--- src/rtl/in_ep_pkg.sv ---
package in_ep_pkg;

  typedef enum logic [1:0] {
    RESP_NONE = 2'd0,
    RESP_DATA = 2'd1,
    RESP_NAK  = 2'd2,
    RESP_ZLP  = 2'd3
  } resp_e;

  typedef enum logic [1:0] {
    NK_RUN  = 2'd0,
    NK_PEND = 2'd1,
    NK_HELD = 2'd2
  } nak_st_e;

endpackage

--- src/rtl/in_ep_pktq.sv ---
module in_ep_pktq #(
  parameter int FIFO_BYTES = 64,
  parameter int SLOTS      = 4,
  parameter int LEN_W      = 7,
  parameter int FREE_W     = 7
) (
  input  logic              clk,
  input  logic              rst_n,
  input  logic              commit,
  input  logic [LEN_W-1:0]  commit_len,
  input  logic              pop,
  output logic [LEN_W-1:0]  head_len,
  output logic              empty,
  output logic              room_ok,
  output logic [FREE_W-1:0] free_bytes
);

  localparam int PTR_W = (SLOTS > 1) ? $clog2(SLOTS) : 1;
  localparam int CNT_W = $clog2(SLOTS + 1);

  logic [LEN_W-1:0]  slot_q [SLOTS];
  logic [PTR_W-1:0]  wr_ptr_q, rd_ptr_q;
  logic [CNT_W-1:0]  cnt_q;
  logic [FREE_W-1:0] free_q;
  logic              full;
  logic              commit_acc;
  logic              pop_ok;

  // Space rule: an empty packet never needs room; others need all of it.
  function automatic logic fits_len(input logic [LEN_W-1:0] len,
                                    input logic [FREE_W-1:0] free);
    return (len == '0) || (32'(len) <= 32'(free));
  endfunction

  function automatic logic [PTR_W-1:0] ptr_inc(input logic [PTR_W-1:0] p);
    if (32'(p) == SLOTS - 1) return '0;
    return p + 1'b1;
  endfunction

  function automatic logic [FREE_W-1:0] free_next(input logic [FREE_W-1:0] f,
                                                  input logic add_en,
                                                  input logic [LEN_W-1:0] add,
                                                  input logic sub_en,
                                                  input logic [LEN_W-1:0] sub);
    int r;
    r = 32'(f);
    if (add_en) r = r + 32'(add);
    if (sub_en) r = r - 32'(sub);
    return FREE_W'(r);
  endfunction

  assign empty      = (cnt_q == '0);
  assign full       = (cnt_q == CNT_W'(SLOTS));
  assign room_ok    = !full && fits_len(commit_len, free_q);
  assign commit_acc = commit && room_ok;
  assign pop_ok     = pop && !empty;
  assign head_len   = slot_q[rd_ptr_q];
  assign free_bytes = free_q;

  always_ff @(posedge clk or negedge rst_n) begin
    if (!rst_n) begin
      for (int i = 0; i < SLOTS; i++) slot_q[i] <= '0;
    end else if (commit_acc) begin
      slot_q[wr_ptr_q] <= commit_len;
    end
  end

  always_ff @(posedge clk or negedge rst_n) begin
    if (!rst_n) begin
      wr_ptr_q <= '0;
      rd_ptr_q <= '0;
      cnt_q    <= '0;
      free_q   <= FREE_W'(FIFO_BYTES);
    end else begin
      if (commit_acc) wr_ptr_q <= ptr_inc(wr_ptr_q);
      if (pop_ok)     rd_ptr_q <= ptr_inc(rd_ptr_q);
      case ({commit_acc, pop_ok})
        2'b10:   cnt_q <= cnt_q + 1'b1;
        2'b01:   cnt_q <= cnt_q - 1'b1;
        default: cnt_q <= cnt_q;
      endcase
      free_q <= free_next(free_q, pop_ok, head_len, commit_acc, commit_len);
    end
  end

  assert_no_overflow_R2: assert property (@(posedge clk) disable iff (!rst_n)
    32'(free_q) <= FIFO_BYTES);

  assert_commit_debit_R2: assert property (@(posedge clk) disable iff (!rst_n)
    (commit_acc && !pop_ok) |=> 32'(free_q) == 32'($past(free_q)) - 32'($past(commit_len)));

  assert_empty_all_free_R13: assert property (@(posedge clk) disable iff (!rst_n)
    empty |-> 32'(free_q) == FIFO_BYTES);

endmodule

--- src/rtl/in_ep_nak_fsm.sv ---
module in_ep_nak_fsm (
  input  logic clk,
  input  logic rst_n,
  input  logic set_nak,
  input  logic clr_nak,
  input  logic busy,
  input  logic in_token,
  output logic nak_mode,
  output logic nak_eff
);
  import in_ep_pkg::*;

  nak_st_e state_q, state_d;
  logic    nak_eff_q;
  logic    boundary;

  // A boundary is a cycle with no handshake pending and no token arriving.
  assign boundary = !busy && !in_token;

  always_comb begin
    state_d = state_q;
    if (clr_nak) begin
      state_d = NK_RUN;
    end else begin
      case (state_q)
        NK_RUN:  if (set_nak)  state_d = NK_PEND;
        NK_PEND: if (boundary) state_d = NK_HELD;
        NK_HELD: state_d = NK_HELD;
        default: state_d = NK_RUN;
      endcase
    end
  end

  always_ff @(posedge clk or negedge rst_n) begin
    if (!rst_n) begin
      state_q   <= NK_RUN;
      nak_eff_q <= 1'b0;
    end else begin
      state_q <= state_d;
      if (clr_nak) nak_eff_q <= 1'b0;
      else if (state_q == NK_PEND && state_d == NK_HELD) nak_eff_q <= 1'b1;
    end
  end

  assign nak_mode = (state_q == NK_HELD);
  assign nak_eff  = nak_eff_q;

  assert_clr_wins_R11: assert property (@(posedge clk) disable iff (!rst_n)
    clr_nak |=> (!nak_mode && !nak_eff));

  assert_boundary_only_R9: assert property (@(posedge clk) disable iff (!rst_n)
    busy |=> !$rose(nak_eff));

  assert_eff_sticky_R10: assert property (@(posedge clk) disable iff (!rst_n)
    (nak_eff && !clr_nak) |=> nak_eff);

endmodule

--- src/rtl/in_ep_resp.sv ---
module in_ep_resp #(
  parameter int LEN_W = 7
) (
  input  logic              clk,
  input  logic              rst_n,
  input  logic              ep_iso,
  input  logic              in_token,
  input  logic              host_ack,
  input  logic              host_timeout,
  input  logic              nak_mode,
  input  logic              q_empty,
  input  logic [LEN_W-1:0]  head_len,
  output in_ep_pkg::resp_e  resp,
  output logic [LEN_W-1:0]  tx_len,
  output logic              busy,
  output logic              pop
);
  import in_ep_pkg::*;

  resp_e            resp_q, resp_d;
  logic [LEN_W-1:0] tx_len_q;
  logic             busy_q;
  logic             tok_ok;
  logic             start_data;

  function automatic resp_e idle_answer(input logic iso);
    return iso ? RESP_ZLP : RESP_NAK;
  endfunction

  assign tok_ok = in_token && !busy_q;

  always_comb begin
    resp_d     = RESP_NONE;
    start_data = 1'b0;
    if (tok_ok) begin
      if (nak_mode || q_empty) begin
        resp_d = idle_answer(ep_iso);
      end else begin
        resp_d     = RESP_DATA;
        start_data = 1'b1;
      end
    end
  end

  assign pop = (start_data && ep_iso) || (busy_q && host_ack);

  always_ff @(posedge clk or negedge rst_n) begin
    if (!rst_n) begin
      resp_q   <= RESP_NONE;
      tx_len_q <= '0;
      busy_q   <= 1'b0;
    end else begin
      resp_q   <= resp_d;
      tx_len_q <= start_data ? head_len : '0;
      if (busy_q && (host_ack || host_timeout)) busy_q <= 1'b0;
      else if (start_data && !ep_iso)          busy_q <= 1'b1;
    end
  end

  assign resp   = resp_q;
  assign tx_len = tx_len_q;
  assign busy   = busy_q;

  assert_nak_answer_R7: assert property (@(posedge clk) disable iff (!rst_n)
    (in_token && !busy_q && nak_mode && !ep_iso) |=> resp_q == RESP_NAK);

  assert_iso_zlp_R8: assert property (@(posedge clk) disable iff (!rst_n)
    (in_token && !busy_q && nak_mode && ep_iso) |=> resp_q == RESP_ZLP);

  assert_data_needs_queue_R4: assert property (@(posedge clk) disable iff (!rst_n)
    (in_token && q_empty) |=> resp_q != RESP_DATA);

endmodule

--- src/rtl/in_ep_nak_ctrl.sv ---
module in_ep_nak_ctrl #(
  parameter int FIFO_BYTES = 64,
  parameter int PKT_SLOTS  = 4,
  parameter int MAX_PKT    = 64,
  localparam int LEN_W     = $clog2(MAX_PKT + 1),
  localparam int FREE_W    = $clog2(FIFO_BYTES + 1)
) (
  input  logic              clk,
  input  logic              rst_n,
  input  logic              ep_iso,
  input  logic              set_nak,
  input  logic              clr_nak,
  input  logic              nak_irq_mask,
  input  logic              in_token,
  input  logic              host_ack,
  input  logic              host_timeout,
  input  logic              pkt_commit,
  input  logic [LEN_W-1:0]  pkt_len,
  output logic              room_ok,
  output logic [1:0]        resp,
  output logic [LEN_W-1:0]  tx_len,
  output logic              nak_mode,
  output logic              nak_eff,
  output logic              nak_irq,
  output logic              txfe_irq,
  output logic [FREE_W-1:0] free_bytes
);
  import in_ep_pkg::*;

  logic             len_ok;
  logic             q_room;
  logic             q_empty;
  logic             q_pop;
  logic [LEN_W-1:0] q_head_len;
  logic             tx_busy;
  resp_e            resp_w;

  assign len_ok = (32'(pkt_len) <= MAX_PKT);

  in_ep_pktq #(
    .FIFO_BYTES(FIFO_BYTES), .SLOTS(PKT_SLOTS), .LEN_W(LEN_W), .FREE_W(FREE_W)
  ) u_pktq (
    .clk(clk), .rst_n(rst_n),
    .commit(pkt_commit && len_ok), .commit_len(pkt_len),
    .pop(q_pop), .head_len(q_head_len), .empty(q_empty),
    .room_ok(q_room), .free_bytes(free_bytes)
  );

  in_ep_nak_fsm u_fsm (
    .clk(clk), .rst_n(rst_n), .set_nak(set_nak), .clr_nak(clr_nak),
    .busy(tx_busy), .in_token(in_token), .nak_mode(nak_mode), .nak_eff(nak_eff)
  );

  in_ep_resp #(.LEN_W(LEN_W)) u_resp (
    .clk(clk), .rst_n(rst_n), .ep_iso(ep_iso), .in_token(in_token),
    .host_ack(host_ack), .host_timeout(host_timeout), .nak_mode(nak_mode),
    .q_empty(q_empty), .head_len(q_head_len), .resp(resp_w), .tx_len(tx_len),
    .busy(tx_busy), .pop(q_pop)
  );

  assign room_ok  = q_room && len_ok;
  assign resp     = resp_w;
  assign nak_irq  = nak_eff && !nak_irq_mask;
  assign txfe_irq = q_empty;

  assert_irq_masked_R12: assert property (@(posedge clk) disable iff (!rst_n)
    nak_irq_mask |-> !nak_irq);

  assert_irq_means_nak_R12: assert property (@(posedge clk) disable iff (!rst_n)
    nak_irq |-> nak_mode);

  assert_no_pop_in_nak_R7: assert property (@(posedge clk) disable iff (!rst_n)
    (nak_mode && !tx_busy) |-> !q_pop);

endmodule

--- config.mk ---
export PLATFORM = sky130hd
export DESIGN_NAME = in_ep_nak_ctrl
export DESIGN_NICKNAME = d
export VERILOG_FILES = /design/src/rtl/in_ep_pkg.sv /design/src/rtl/in_ep_pktq.sv /design/src/rtl/in_ep_nak_fsm.sv /design/src/rtl/in_ep_resp.sv /design/src/rtl/in_ep_nak_ctrl.sv
export SDC_FILE = /design/constraint.sdc
export NUM_CORES = 1
export LEC_CHECK = 0
export BUFFER_PORTS_ARGS = -buffer_cell sky130_fd_sc_hd__clkbuf_2
export CAP_MARGIN = 20
export CORE_MARGIN = 2
export CORE_UTILIZATION = 35
export CTS_CLUSTER_SIZE = 14
export DETAILED_ROUTE_END_ITERATION = 16
export MAX_ROUTING_LAYER = met4
export PLACE_DENSITY = 0.62
export RECOVER_POWER = 100
export SLEW_MARGIN = 10
export SYNTH_ARGS = -nofsm -noshare
export SYNTH_HDL_FRONTEND = slang
export SYNTH_SLANG_ARGS = --single-unit
--- constraint.sdc ---
create_clock -name clk -period 4.8 [get_ports clk]
set_input_delay 1.44 -clock clk [delete_from_list [all_inputs] [get_ports clk]]
set_output_delay 1.44 -clock clk [all_outputs]
set_load 0.02 [all_outputs]
Word-level counts from Yosys, hierarchy flattened
Index checks and enable logic that the tools add are counted.
- bits of input ports: 17
- output and inout port bits: 21
- word-level logic and storage cells: 95
- register bits after elaboration: 55
- equal/unequal tests: 8
- bitwise operators: 2
- muxes and demuxes: 31
- add/sub/neg operators: 6
- reduce and logical (&&, ||, !) cells: 30
- $lt $le $gt $ge: 5
- operators by type and width (operator ; count):
    2-to-1 mux 7 bit ; 6
    bitwise mux 28 bit ; 1
    2-to-1 mux 2 bit ; 9
    binary-select mux 7 bit (select 2 bit) ; 1
    demux 7 bit (select 2 bit) ; 1
    logical AND 1 bit ; 14
    2-to-1 mux 1 bit ; 11
    equality test 2 bit (second input constant) ; 5
    adder 7 bit ; 1
    <= comparator 7 bit ; 1
    <= comparator 7 bit (second input constant) ; 1
    logical NOT 7 bit ; 1
    subtractor 7 bit ; 1
    greater-or-equal comparator 3 bit (second input constant) ; 2
    logical NOT 1 bit ; 6
    NOT 2 -> 3 bit ; 2
    case mux 2 bit (3 select lines) ; 1
    case mux 3 bit (2 select lines) ; 1
    nonzero test 2 bit ; 3
    adder 2 x 1 -> 2 bit (second input constant) ; 2
    equality test 2 x 1 -> 1 bit (second input constant) ; 2
    logical OR 1 bit ; 4
    adder 3 x 1 -> 3 bit (second input constant) ; 1
    equality test 3 bit (second input constant) ; 1
    4 further kinds ; 4

Longest topological paths before layout
Gate-level depths: netlist of the first run.
- depth after elaboration: 10
- depth in mapped cells: 16
- mapped depth without buffers: 14

By module
Synthesis of the first run repeated with hierarchy kept, for this count alone.
- cell total of the unflattened synthesis: 276
- area total of the unflattened synthesis: 3263.1 um^2
- modules (own cells, without submodules) (module ; area an instance (um^2) ; instances ; cells an instance ; seq. area each (um^2)):
    in_ep_pktq ; 2716.4 ; 1 ; 231 ; 1052.3
    in_ep_resp ; 365.4 ; 1 ; 25 ; 250.2
    in_ep_nak_fsm ; 126.4 ; 1 ; 12 ; 75.1
    in_ep_nak_ctrl ; 55.1 ; 1 ; 8 ; 0.0

Worst setup path after synthesis of the first run
OpenSTA, ideal clock, no wires.
- path kind: in2out
- start: input pkt_len[6]
- end: output room_ok
- required time: 3360 ps
- path slack: 705 ps
- stages on the path: 6
- buffers on the path: 1
- arrival time: 2655 ps
- path through: ha_1 > and3_1 > a221oi_1 > a21o_1 > buf_4 > and2_1
- word-level cells in the longest chain between the ends: 4
- elaborated cells between the ends (all ways): 6
- classes of those cells: 2 x order compare; 4 x reduce/logical
- RTL lines (element ; line ; source):
    from (decl) ; in_ep_nak_ctrl.sv:18 ; input logic [LEN_W-1:0] pkt_len,
    <= comparator 7 bit or logical NOT 7 bit (tied branches) ; in_ep_pktq.sv:32 ; return (len == '0) || (32'(len) <= 32'(free));
    logical OR 1 bit ; in_ep_pktq.sv:32 ;
    logical AND 1 bit ; in_ep_pktq.sv:54 ; assign room_ok = !full && fits_len(commit_len, free_q);
    logical AND 1 bit (*) ; in_ep_nak_ctrl.sv:61 ; assign room_ok = q_room && len_ok;
    to (decl) ; in_ep_nak_ctrl.sv:19 ; output logic room_ok,
Mark *: on every way between the ends. The rest lies on a longest branch, timed or not.

Worst setup path in the final report of the first run
Ends and elaborated chain as after synthesis.

==> qor.yml, run 1 <==
placement:
  hpwl_mm: 5.10
  place_congestion: 0.817
  port_buffers: 37
clock_network:
  cts_hold_buf: 0
  cts_buffer_depth: 2
  post_cts_buffers: 0
  htreeDepth: 2
  cts_tree: "built"
  cts_resized: 0
  clock_latency_ns: 0.31
  clkTransAtPathRegs_ns: 0.10
  root_buffer: "clkbuf_8"
  cts_buffers: 5
  cts.sinks: 55
logic_synthesis:
  synthCells: 272
  muxShareOfSynthArea_pct: 18.6
  synthDominantCellAreaShare_pct: 42.6
  synth-simple-area-share_pct: 11.2
  syn_area_per_cell_um2: 11.7
  syn_nets: 317
  synth-compound-area-share_pct: 7.61
  netlist-cell-type-count: 45
  synth_flop_cell: "dfrtp_1"
  post-synth-top-count-cell: "dfrtp_1"
  ys_ff_latch: 55
  async_flop_share_pct: 100
  synth-xor-area-share_pct: 3.04
  synthAdderAreaFrac_pct: 11.7
  yosys-top-cells-count: "dfrtp_1, mux2_2, inv_1"
  synth_top_area_cell: "dfrtp_1"
  yosysSeqAreaShare_pct: 43.4
  netlist_area_mm2: 0.00317
  synth_edf_count: 0
  yosysWarnings: 0
  synth_top_family_by_area: "multiplexers"
  netlist_top_cells_area: "dfrtp_1, mux2_2, ha_1, mux4_2, inv_1"
floorplan:
  initial_core_util_pct: 36.2
  rows: 34
  fp.dieArea_mm2: 0.00985
  die_y_um: 99.2
  coreArea_mm2: 0.00876
  die_w_um: 99.2
  io_pins: 38
outcome:
  violations: "max-capacitance violations, max-slew violations"
  outcome: "finished, violations left"
power_and_ir_drop:
  seqPwrFrac_pct: 32.5
  power.density_mw_per_mm2: 702
  pwr-share-comb_pct: 56.8
  p_int_mw: 1.46
  peakVddDrop_uv: 215
  clockPowerShare_pct: 10.7
  p_sw_share_pct: 41.3
  p_sw_mw: 1.03
  p_leak_nw: 1.66
sta:
  fin_crit_sh_pct: 93.0
  finalMaxSlewViolations: 34
  setup_violations: 0
  hold_viol: 0
  fin_tns_setup_ns: 0
  skew_ns: 0.0124
  grt_setup_unrepaired: "false"
  whs_ns: 0.465
  slew_headroom_pct: -16.6
  period_minus_slack_ns: 4.46
  fmax_mhz: 224
  tightestPinTransition_ns: 1.75
route:
  drc: 0
  dr.pass1.iters: 4
  drtIter0Drc: 76
  detail_route.wl_per_cell_um: 15.7
  wirelength_mm: 6.70
  vias_per_cell: 5.05
  ant_nets: 0
  vias: 2151
final_layout:
  area_growth_pct: 11.3
  fillers: 868
  layout.nets: 362
  drive_gt1_share_pct: 22.0
  num_antenna_cells: 0
worst_setup_path:
  crit_fanout: 10
  r2r_setup_slack_ns: 1.13
  cp-end-kind: "output pin"
  start_kind: "input pin"
  cp.arrival_ns: 3.02
  worst_ep_required_time_ns: 3.36
  setup.worst_path.class: "input pin to output pin"
grt:
  gr-total-overflow: 0
  grtUsageTotal_pct: 14.6
  grt_pass1_wl_mm: 11.0
  grt_max_degree: 43
  antenna_found_initial: 0
  grt_pass1_vias: 2184
worst_hold_path:
  hold_path_class: "flip-flop to flip-flop"
job:
  maxCapViolations: 1
[area by class of cell]
cell class / count / area, um^2 / share of cell area, %
multi-input cells: 184 / 1630 / 46.2
flip-flops and latches: 55 / 1380 / 39.0
repair buffers: 45 / 198 / 5.59
well taps: 108 / 135 / 3.82
inverters: 26 / 97.6 / 2.76
clock buffers: 5 / 68.8 / 1.95
clock inverters: 3 / 25.0 / 0.708
[final timing paths]
check / startpoint / endpoint / cells after the start
min in group asynchronous: rst_n / u_pktq.free_bytes[4]$_DFF_PN0_ / 1
max: pkt_len[6] / room_ok / 7
max in group asynchronous: rst_n / u_resp.tx_len[3]$_DFF_PN0_ / 2
max reg2reg: u_pktq.rd_ptr_q[0]$_DFFE_PN0N_ / u_pktq.free_bytes[6]$_DFF_PN1_ / 13
min reg2reg: u_fsm.state_q[1]$_DFF_PN0_ / u_fsm.state_q[0]$_DFF_PN0_ / 1
min: u_fsm.state_q[1]$_DFF_PN0_ / u_fsm.state_q[0]$_DFF_PN0_ / 1
[cell families (layout without fill, tap and decap cells)]
group | count (synthesis) | count (layout)
AND/OR/NAND/NOR | 65 | 65
flip-flops | 55 | 55
multiplexers | 46 | 46
AO/OA/AOI/OAI | 34 | 34
buffers and inverters | 33 | 79
adder cells (fa/ha/maj) | 28 | 28
XOR/XNOR | 11 | 11
[layer usage]
metal / part of all wire (%) / global-route usage, % / wire length [um] / up-vias
met3: 3.6 / 2.81 / 240 / 4
met1: 50 / 20.1 / 3350 / 1066
li1: - / - / - / 1041
met5: 0 / - / 0 / -
met4: 0.72 / 2.85 / 48 / 0
met2: 46 / 22.8 / 3060 / 40
[power by group through the flow]
stage,clock (mW),combinational (mW),sequential (mW)
CTS,0.275,1.46,0.810
global route,0.301,1.57,0.836
finish,0.266,1.41,0.807
global placement,0,1.41,0.814
detailed placement,0,1.46,0.819
floorplan,0,1.06,0.850
[critical path: stages]
cell	delay (ns)
clkbuf_1	0.34
ha_1	0.32
and3_1	0.21
a221oi_1	0.25
a21o_1	0.18
and2_1	0.12
clkbuf_2	0.16
[state kept, by name (all words and copies together) (netlist names)]
name,count
u_resp.tx_len,7
u_resp.busy,1
u_pktq.cnt_q,3
u_pktq.wr_ptr_q,2
u_pktq.slot_q,28
u_fsm.nak_eff,1
u_fsm.state_q,2
u_pktq.rd_ptr_q,2
u_pktq.free_bytes,7
u_resp.resp,2
[per-stage QoR]
stage	worst slack (ns)	instance area, um^2	cells	power, mW	util, %
finish	0.338	3530	426	2.48	40.3
global route	0.244	3530	426	2.71	40.3
detailed placement	0.479	3510	417	2.28	40.0
floorplan	0.705	3170	272	1.91	-
global placement	0.457	3510	417	2.22	40.0
CTS	0.470	3600	425	2.55	41.1
[placed cells by master (no fill, tap or decap), types with 3 or more instances in the layout]
cell type	instances
clkbuf_8	5
clkbuf_1	28
nand4_1	4
o21ai_0	7
buf_4	3
o21a_1	3
dfrtp_1	54
ha_1	25
nand2_1	15
clkbuf_2	14
a21o_1	6
nor2_1	16
xnor2_1	5
mux2_2	35
fa_1	3
a21oi_1	4
xor2_1	6
mux4_2	7
nor3_1	3
nor2b_1	7
o31ai_1	3
mux2i_1	4
inv_1	26
and2_0	7
nand3_1	3
(Power assumes the default switching activity.)
==> run 2, diff against run 1 <==
- PLACE_DENSITY: 0.62 -> 0.56
- clock period: 4.8 -> 5.8 ns (I/O delays scaled with it)
==> run 2 against run 1 <==
The run still ends with max-capacitance violations, max-slew violations left. Clock-buffer cell count grew 1. Die area is the same. Sequential cell count is the same. Routed wire length shrank 1.2%. Non-clock buffer count shrank 6. Critical path depth is the same. Utilization shrank 0.49 points. Register-to-register slack gained 0.79 ns. Combinational power shrank 21%. Global-route usage is essentially flat. Clock power shrank 21%. Via count shrank 1.6%. Critical endpoint unchanged. Largest power group unchanged. Highest routed layer unchanged.
==> qor.yml, run 2 (synthesis gave the netlist of run 1 again) <==
worst_setup_path:
  crit_fanout: 10  # unchanged
  crit_buf_inv: 2  # unchanged
  setup.worst_path.class: "input pin to output pin"  # unchanged
  cp_common_cell: "clkbuf_1"
  worstPathCellList: "clkbuf_1 > ha_1 > and3_1 > a221oi_1 > a21o_1 > and2_1 > clkbuf_1"  # was clkbuf_1 > ha_1 > and3_1 > a221oi_1 > a21o_1 > and2_1 > clkbuf_2
  worst_ep_required_time_ns: 4.06  # was 3.36 ns
  start_kind: "input pin"  # unchanged
  cp-end-kind: "output pin"  # unchanged
  crit_path_max_incr_delay_ns: 0.32  # was 0.34 ns
  crit_slowest_cell: "clkbuf_1"  # unchanged
  critPathTopFamily: "buffers and inverters"  # unchanged
  cp.arrival_ns: 3.51  # was 3.02 ns
power_and_ir_drop:
  p_sw_share_pct: 41.3  # about the same
  peakVddDrop_uv: 229  # was 215 uV
  power.density_mw_per_mm2: 579  # was 702 mW/mm^2
  p_total_mw: 2.02  # was 2.48 mW
  p_sw_mw: 0.834  # was 1.03 mW
  pwr-share-comb_pct: 55.3  # was 56.8%
  clockPowerShare_pct: 10.3  # was 10.7%
  p_int_mw: 1.19  # was 1.46 mW
  seqPwrFrac_pct: 34.4  # was 32.5%
  p_leak_nw: 1.64  # was 1.66 nW
floorplan:
  initial_core_util_pct: 36.2  # unchanged
  coreArea_mm2: 0.00876  # unchanged
  die_w_um: 99.2  # unchanged
  fp.dieArea_mm2: 0.00985  # unchanged
  die_y_um: 99.2  # unchanged
  rows: 34  # unchanged
  io_pins: 38  # unchanged
clock_network:
  clkTransAtPathRegs_ns: 0.10  # about the same
  root_buffer: "clkbuf_8"  # unchanged
  cts_resized: 0  # unchanged
  post_cts_buffers: 0  # unchanged
  cts_buffers: 5  # unchanged
  cts.sinks: 55  # unchanged
  clock_latency_ns: 0.31  # about the same
  cts_buffer_depth: 2  # unchanged
  cts_hold_buf: 0  # unchanged
  htreeDepth: 2  # unchanged
  cts_tree: "built"  # unchanged
sta:
  fin_crit_sh_pct: 90.5
  fmax_mhz: 191
  grt_setup_unrepaired: "false"  # unchanged
  hold_viol: 0  # unchanged
  tightestPinTransition_ns: 2.98  # was 1.75 ns
  skew_ns: 0.00659  # was 0.0124 ns
  slew_headroom_pct: -98.6  # was -16.6%
  finalMaxSlewViolations: 56  # was 34
  fin_tns_setup_ns: 0  # unchanged
  period_minus_slack_ns: 5.25
  setup_violations: 0  # unchanged
placement:
  port_buffers: 37  # unchanged
  hpwl_mm: 4.89  # was 5.10 mm
  place_area_mm2: 0.00347  # was 0.00351 mm^2
  place_congestion: 0.887  # was 0.817
final_layout:
  largest-register: "u_pktq.slot_q"  # unchanged
  drive_gt1_share_pct: 21.2  # was 22.0%
  largest_register_ff_count: 28  # unchanged
  final_common_cell: "dfrtp_1"  # unchanged
  num_antenna_cells: 0  # unchanged
  area_growth_pct: 9.97  # was 11.3%
  mostFrequentLayoutCells: "dfrtp_1, mux2_2, inv_1, clkbuf_1, ha_1"  # was dfrtp_1, mux2_2, clkbuf_1, inv_1, ha_1
  layout.nets: 356  # was 362
  design_area_mm2: 0.00349  # was 0.00353 mm^2
route:
  ant_nets: 0  # unchanged
  wl_met2_mm: 3.05  # was 3.06 mm
  wl_met3_um: 243  # was 240 um
  met1Wirelength_mm: 3.24  # was 3.35 mm
  vias: 2117  # was 2151
  drc: 0  # unchanged
  drtIter0Drc: 82  # was 76
  dr.pass1.iters: 4  # unchanged
  highest-signal-layer: "met4"  # unchanged
  wirelength_mm: 6.62  # was 6.70 mm
  vias_per_cell: 5.04  # was 5.05
  detail_route.wl_per_cell_um: 15.8  # was 15.7 um
grt:
  grtUsageTotal_pct: 14.6  # about the same
  grt_pass1_wl_mm: 10.8  # was 11.0 mm
  gr-total-overflow: 0  # unchanged
  grt_pass1_vias: 2093  # was 2184
  grt_max_degree: 56  # was 43
  antenna_found_initial: 0  # unchanged
job:
  maxCapViolations: 1  # unchanged
outcome:
  violations: "max-capacitance violations, max-slew violations"  # unchanged
  outcome: "finished, violations left"  # unchanged
worst_hold_path:
  hold_path_class: "flip-flop to flip-flop"  # unchanged
==> run 2: cell types whose count changed in the layout (fill, tap and decap cells not counted), sizes merged <==
| cell | delta |
|---|---|
| clkbuf | -2 |
| clkinv | -1 |
| buf | -3 |
==> run 2: per-layer routing <==
layer	track usage (%)	vias up
li1	-	1033
met1	19.6	1031
met2	23.0	46
met3	2.60	7
met4	3.79	0
met5	-	-
==> run 2: power groups by stage <==
stage          clock (mW)  combinational, mW  sequential [mW]
3_3_place_gp            0               1.13            0.702
2_1_floorplan           0              0.874            0.704
6_report            0.209               1.12            0.694
3_5_place_dp            0               1.14            0.704
5_1_grt             0.239               1.24            0.718
4_1_cts             0.221               1.15            0.696
==> run 2: worst register-to-register path, cell delays in order, from the launching register on <==
cell	delay, ns
dfrtp_1	0.73
mux4_2	0.60
ha_1	0.23
inv_1	0.07
fa_1	0.41
o21ai_0	0.40
ha_1	0.32
a21o_1	0.16
a21oi_1	0.23
o21ai_0	0.18
xor2_1	0.18
mux2_2	0.28
==> run 2: metrics by stage <==
step | utilization, % | hold slack, ns | setup WS, ns | instances
floorplan | - | 0.425 | 1.11 | 272
global placement | 39.6 | 0.445 | 0.735 | 412
detailed placement | 39.6 | 0.457 | 0.692 | 412
CTS | 40.6 | 0.471 | 0.686 | 420
global route | 39.8 | 0.503 | 0.412 | 420
finish | 39.8 | 0.468 | 0.551 | 420
==> run 2: final timing paths <==
path	startpoint	to	slack, ns	depth (start not counted)
min reg2reg	u_fsm.state_q[1]$_DFF_PN0_	u_fsm.state_q[0]$_DFF_PN0_	0.47	1
max	pkt_len[6]	room_ok	0.55	7
min	u_fsm.state_q[1]$_DFF_PN0_	u_fsm.state_q[0]$_DFF_PN0_	0.47	1
max reg2reg	u_pktq.rd_ptr_q[0]$_DFFE_PN0N_	u_pktq.free_bytes[5]$_DFF_PN0_	1.92	11
max in group asynchronous	rst_n	u_pktq.slot_q[4]$_DFFE_PN0P_	1.64	2
min in group asynchronous	rst_n	u_pktq.slot_q[27]$_DFFE_PN0P_	2.50	2
==> run 2: final cells by class <==
class | instances | area (um^2)
clock buffers | 6 | 72.6
clock inverters | 2 | 12.5
fillers | 872 | 5270
inverters | 26 | 97.6
multi-input cells | 184 | 1630
flip-flops and latches | 55 | 1380
well taps | 108 | 135
repair buffers | 39 | 164
==> run 3, diff against run 2 <==
- ABC_AREA: not set -> 1
- CORE_UTILIZATION: 35 -> 50
- PLACE_DENSITY: 0.56 -> 0.73
==> run 3 against run 2 <==
The run still ends with max-capacitance violations, max-slew violations left. Clock-buffer cell count unchanged. Clock skew increased by 0.0056 ns. Routed wire length increased by 13%. Sequential cell count unchanged. Synthesized area increased by 2.5%. Largest power group unchanged.
==> qor.yml, run 3 <==
sta:
  fin_tns_setup_ns: 0  # unchanged
  finalMaxSlewViolations: 56  # unchanged
  tightestPinTransition_ns: 2.88  # was 2.98 ns
  slew_headroom_pct: -92.1  # was -98.6%
  grt_setup_unrepaired: "false"  # unchanged
  fmax_mhz: 194  # was 191 MHz
  setup_violations: 0  # unchanged
  fin_crit_sh_pct: 89.1  # was 90.5%
  hold_viol: 0  # unchanged
  period_minus_slack_ns: 5.17  # was 5.25 ns
  skew_ns: 0.0122  # was 0.00659 ns
placement:
  place_congestion: 0.857  # was 0.887
  port_buffers: 37  # unchanged
  place_area_mm2: 0.00351  # was 0.00347 mm^2
  hpwl_mm: 5.56  # was 4.89 mm
  placed_cells: 523  # was 412
floorplan:
  rows: 29  # was 34
  fp.dieArea_mm2: 0.00717  # was 0.00985 mm^2
  initial_core_util_pct: 51.5  # was 36.2%
  die_w_um: 84.7  # was 99.2 um
  coreArea_mm2: 0.00631  # was 0.00876 mm^2
  io_pins: 38  # unchanged
  die_y_um: 84.7  # was 99.2 um
grt:
  antenna_found_initial: 0  # unchanged
  grt_max_degree: 56  # unchanged
  grt_pass1_vias: 2641  # was 2093
  grt_pass1_wl_mm: 12.7  # was 10.8 mm
  grtUsageTotal_pct: 23.3  # was 14.6%
  gr-total-overflow: 0  # unchanged
logic_synthesis:
  syn_nets: 461  # was 317
  netlist-cell-type-count: 29  # was 45
  synthCells: 416  # was 272
  post-synth-top-count-cell: "nand2_1"  # was dfrtp_1
  syn_area_per_cell_um2: 7.82  # was 11.7 um^2
  netlist_area_mm2: 0.00325  # was 0.00317 mm^2
  synth_top_area_cell: "dfrtp_1"  # unchanged
  yosys-top-cells-count: "nand2_1, dfrtp_1, inv_1"  # was dfrtp_1, mux2_2, inv_1
  ys_ff_latch: 55  # unchanged
  yosysWarnings: 0  # unchanged
  yosysSeqAreaShare_pct: 42.3  # was 43.4%
  synthDominantCellAreaShare_pct: 41.5  # was 42.6%
  synth_edf_count: 0  # unchanged
  synth_flop_cell: "dfrtp_1"  # unchanged
  netlist_top_cells_area: "dfrtp_1, nand2_1, ha_1, inv_1, o21ai_1"  # was dfrtp_1, mux2_2, ha_1, mux4_2, inv_1
  async_flop_share_pct: 100  # unchanged
final_layout:
  design_area_mm2: 0.00355  # was 0.00349 mm^2
  largest_register_ff_count: 28  # unchanged
  drive_gt1_share_pct: 5.95  # was 21.2%
  area_growth_pct: 9.19  # was 9.97%
  largest-register: "u_pktq.slot_q"  # unchanged
  fillers: 613  # was 872
  final_cells: 531  # was 420
  mostFrequentLayoutCells: "nand2_1, dfrtp_1, inv_1, o21ai_0, nor2_1"  # was dfrtp_1, mux2_2, inv_1, clkbuf_1, ha_1
  layout.nets: 498  # was 356
  final_common_cell: "nand2_1"  # was dfrtp_1
  num_antenna_cells: 0  # unchanged
power_and_ir_drop:
  peakVddDrop_uv: 292  # was 229 uV
  p_leak_nw: 1.88  # was 1.64 nW
  pwr-share-comb_pct: 56.8  # was 55.3%
  power.density_mw_per_mm2: 613  # was 579 mW/mm^2
  clockPowerShare_pct: 12.1  # was 10.3%
  p_sw_share_pct: 48.1  # was 41.3%
  seqPwrFrac_pct: 31.2  # was 34.4%
  p_int_mw: 1.13  # was 1.19 mW
  p_sw_mw: 1.05  # was 0.834 mW
clock_network:
  post_cts_buffers: 0  # unchanged
  cts_buffers: 5  # unchanged
  clkTransAtPathRegs_ns: 0.10  # about the same
  cts_hold_buf: 0  # unchanged
  cts.sinks: 55  # unchanged
  clock_latency_ns: 0.32  # was 0.31 ns
  cts_tree: "built"  # unchanged
  cts_resized: 0  # unchanged
  htreeDepth: 2  # unchanged
  cts_buffer_depth: 2  # unchanged
  root_buffer: "clkbuf_8"  # unchanged
worst_hold_path:
  holdPathEnd: "u_pktq.slot_q[20]$_DFFE_PN0P_"  # was u_fsm.state_q[0]$_DFF_PN0_
  hp-start: "u_pktq.slot_q[20]$_DFFE_PN0P_"  # was u_fsm.state_q[1]$_DFF_PN0_
  hold_path_class: "flip-flop to flip-flop"  # unchanged
  hold_depth: 2  # was 1
job:
  maxCapViolations: 1  # unchanged
worst_setup_path:
  worst-r2r-cell-count: 18  # was 11
  r2r_setup_slack_ns: 2.06  # was 1.92 ns
  crit_fanout: 7  # was 10
  cp-end-kind: "output pin"  # unchanged
  worst_ep_required_time_ns: 4.06  # about the same
  start_kind: "input pin"  # unchanged
  r2r_end: "u_pktq.free_bytes[6]$_DFF_PN1_"  # was u_pktq.free_bytes[5]$_DFF_PN0_
  timing.rr.start: "u_pktq.rd_ptr_q[0]$_DFFE_PN0N_"  # unchanged
  cp.arrival_ns: 3.43  # was 3.51 ns
  setup.worst_path.class: "input pin to output pin"  # unchanged
route:
  ant_nets: 0  # unchanged
  dr.pass1.iters: 4  # unchanged
  wirelength_mm: 7.45  # was 6.62 mm
  detail_route.wl_per_cell_um: 14.0  # was 15.8 um
  vias: 2766  # was 2117
  drc: 0  # unchanged
  vias_per_cell: 5.21  # was 5.04
  drtIter0Drc: 198  # was 82
outcome:
  violations: "max-capacitance violations, max-slew violations"  # unchanged
  outcome: "finished, violations left"  # unchanged
run 3: changes by cell type after synthesis, sizes merged, moves of 7 or more:
cell / before / now
a21oi: 4 / 23
and2: 8 / 0
inv: 26 / 50
mux2: 35 / 0
mux4: 7 / 0
nand2: 15 / 117
nand3: 3 / 20
nor2: 16 / 38
nor2b: 7 / 0
o21ai: 7 / 51
run 3: critical path: stages:
cell	delay, ns
clkbuf_2	0.14
ha_1	0.33
nand2_1	0.07
inv_1	0.05
nand2_1	0.07
inv_1	0.04
nand2_1	0.05
nand2_1	0.06
a21oi_1	0.41
a21boi_0	0.22
clkbuf_1	0.25
run 3: power by group through the flow:
stage	Clock, mW	Combinational, mW	Sequential, mW
after floorplan	0	0.930	0.702
after CTS	0.270	1.28	0.678
after global placement	0	1.22	0.681
after global routing	0.279	1.43	0.701
after detailed placement	0	1.26	0.685
final	0.263	1.24	0.679
run 3: worst max-delay path by stage:
stage	from	cells after the start	end
after CTS	pkt_len[6]	9	room_ok
after global routing	pkt_len[6]	10	room_ok
after floorplan	pkt_len[2]	7	room_ok
after detailed placement	pkt_len[6]	9	room_ok
after global placement	pkt_len[6]	11	room_ok
final	pkt_len[6]	11	room_ok
run 3: logic make-up after synthesis:
kind of cell             after synthesis  share of synthesized area [%]
AND/OR/NAND/NOR                      184                           23.3
AO/OA/AOI/OAI                         80                           13.3
buffers and inverters                 60                           7.23
flip-flops                            55                           42.3
adder cells (fa/ha/maj)               28                           11.5
XOR/XNOR                               9                           2.42
run 3: layer usage:
metal	track usage (%)	up-vias	routed length, um
met5	-	-	0
met4	6.78	0	104
met3	3.44	7	361
met2	37.7	72	3550
met1	30.8	1277	3430
li1	-	1410	-
run 3: layout make-up:
cell class / count / area, um^2 / area share, %
Multi-Input combinational cell: 301 / 1610 / 45.3
Timing Repair Buffer: 39 / 166 / 4.68
Clock buffer: 6 / 72.6 / 2.04
Tap cell: 77 / 96.3 / 2.71
Inverter: 51 / 191 / 5.39
Clock inverter: 2 / 38.8 / 1.09
Sequential cell: 55 / 1380 / 38.8
run 3: per-stage QoR:
stage / setup slack [ns] / utilization [%] / power [mW] / hold WS, ns
final: 0.635 / 56.3 / 2.18 / 0.495
after global routing: 0.449 / 56.3 / 2.42 / 0.523
after CTS: 0.826 / 57.3 / 2.23 / 0.501
after detailed placement: 0.838 / 55.5 / 1.95 / 0.476
after global placement: 0.885 / 55.5 / 1.90 / 0.467
after floorplan: 0.920 / - / 1.63 / 0.454
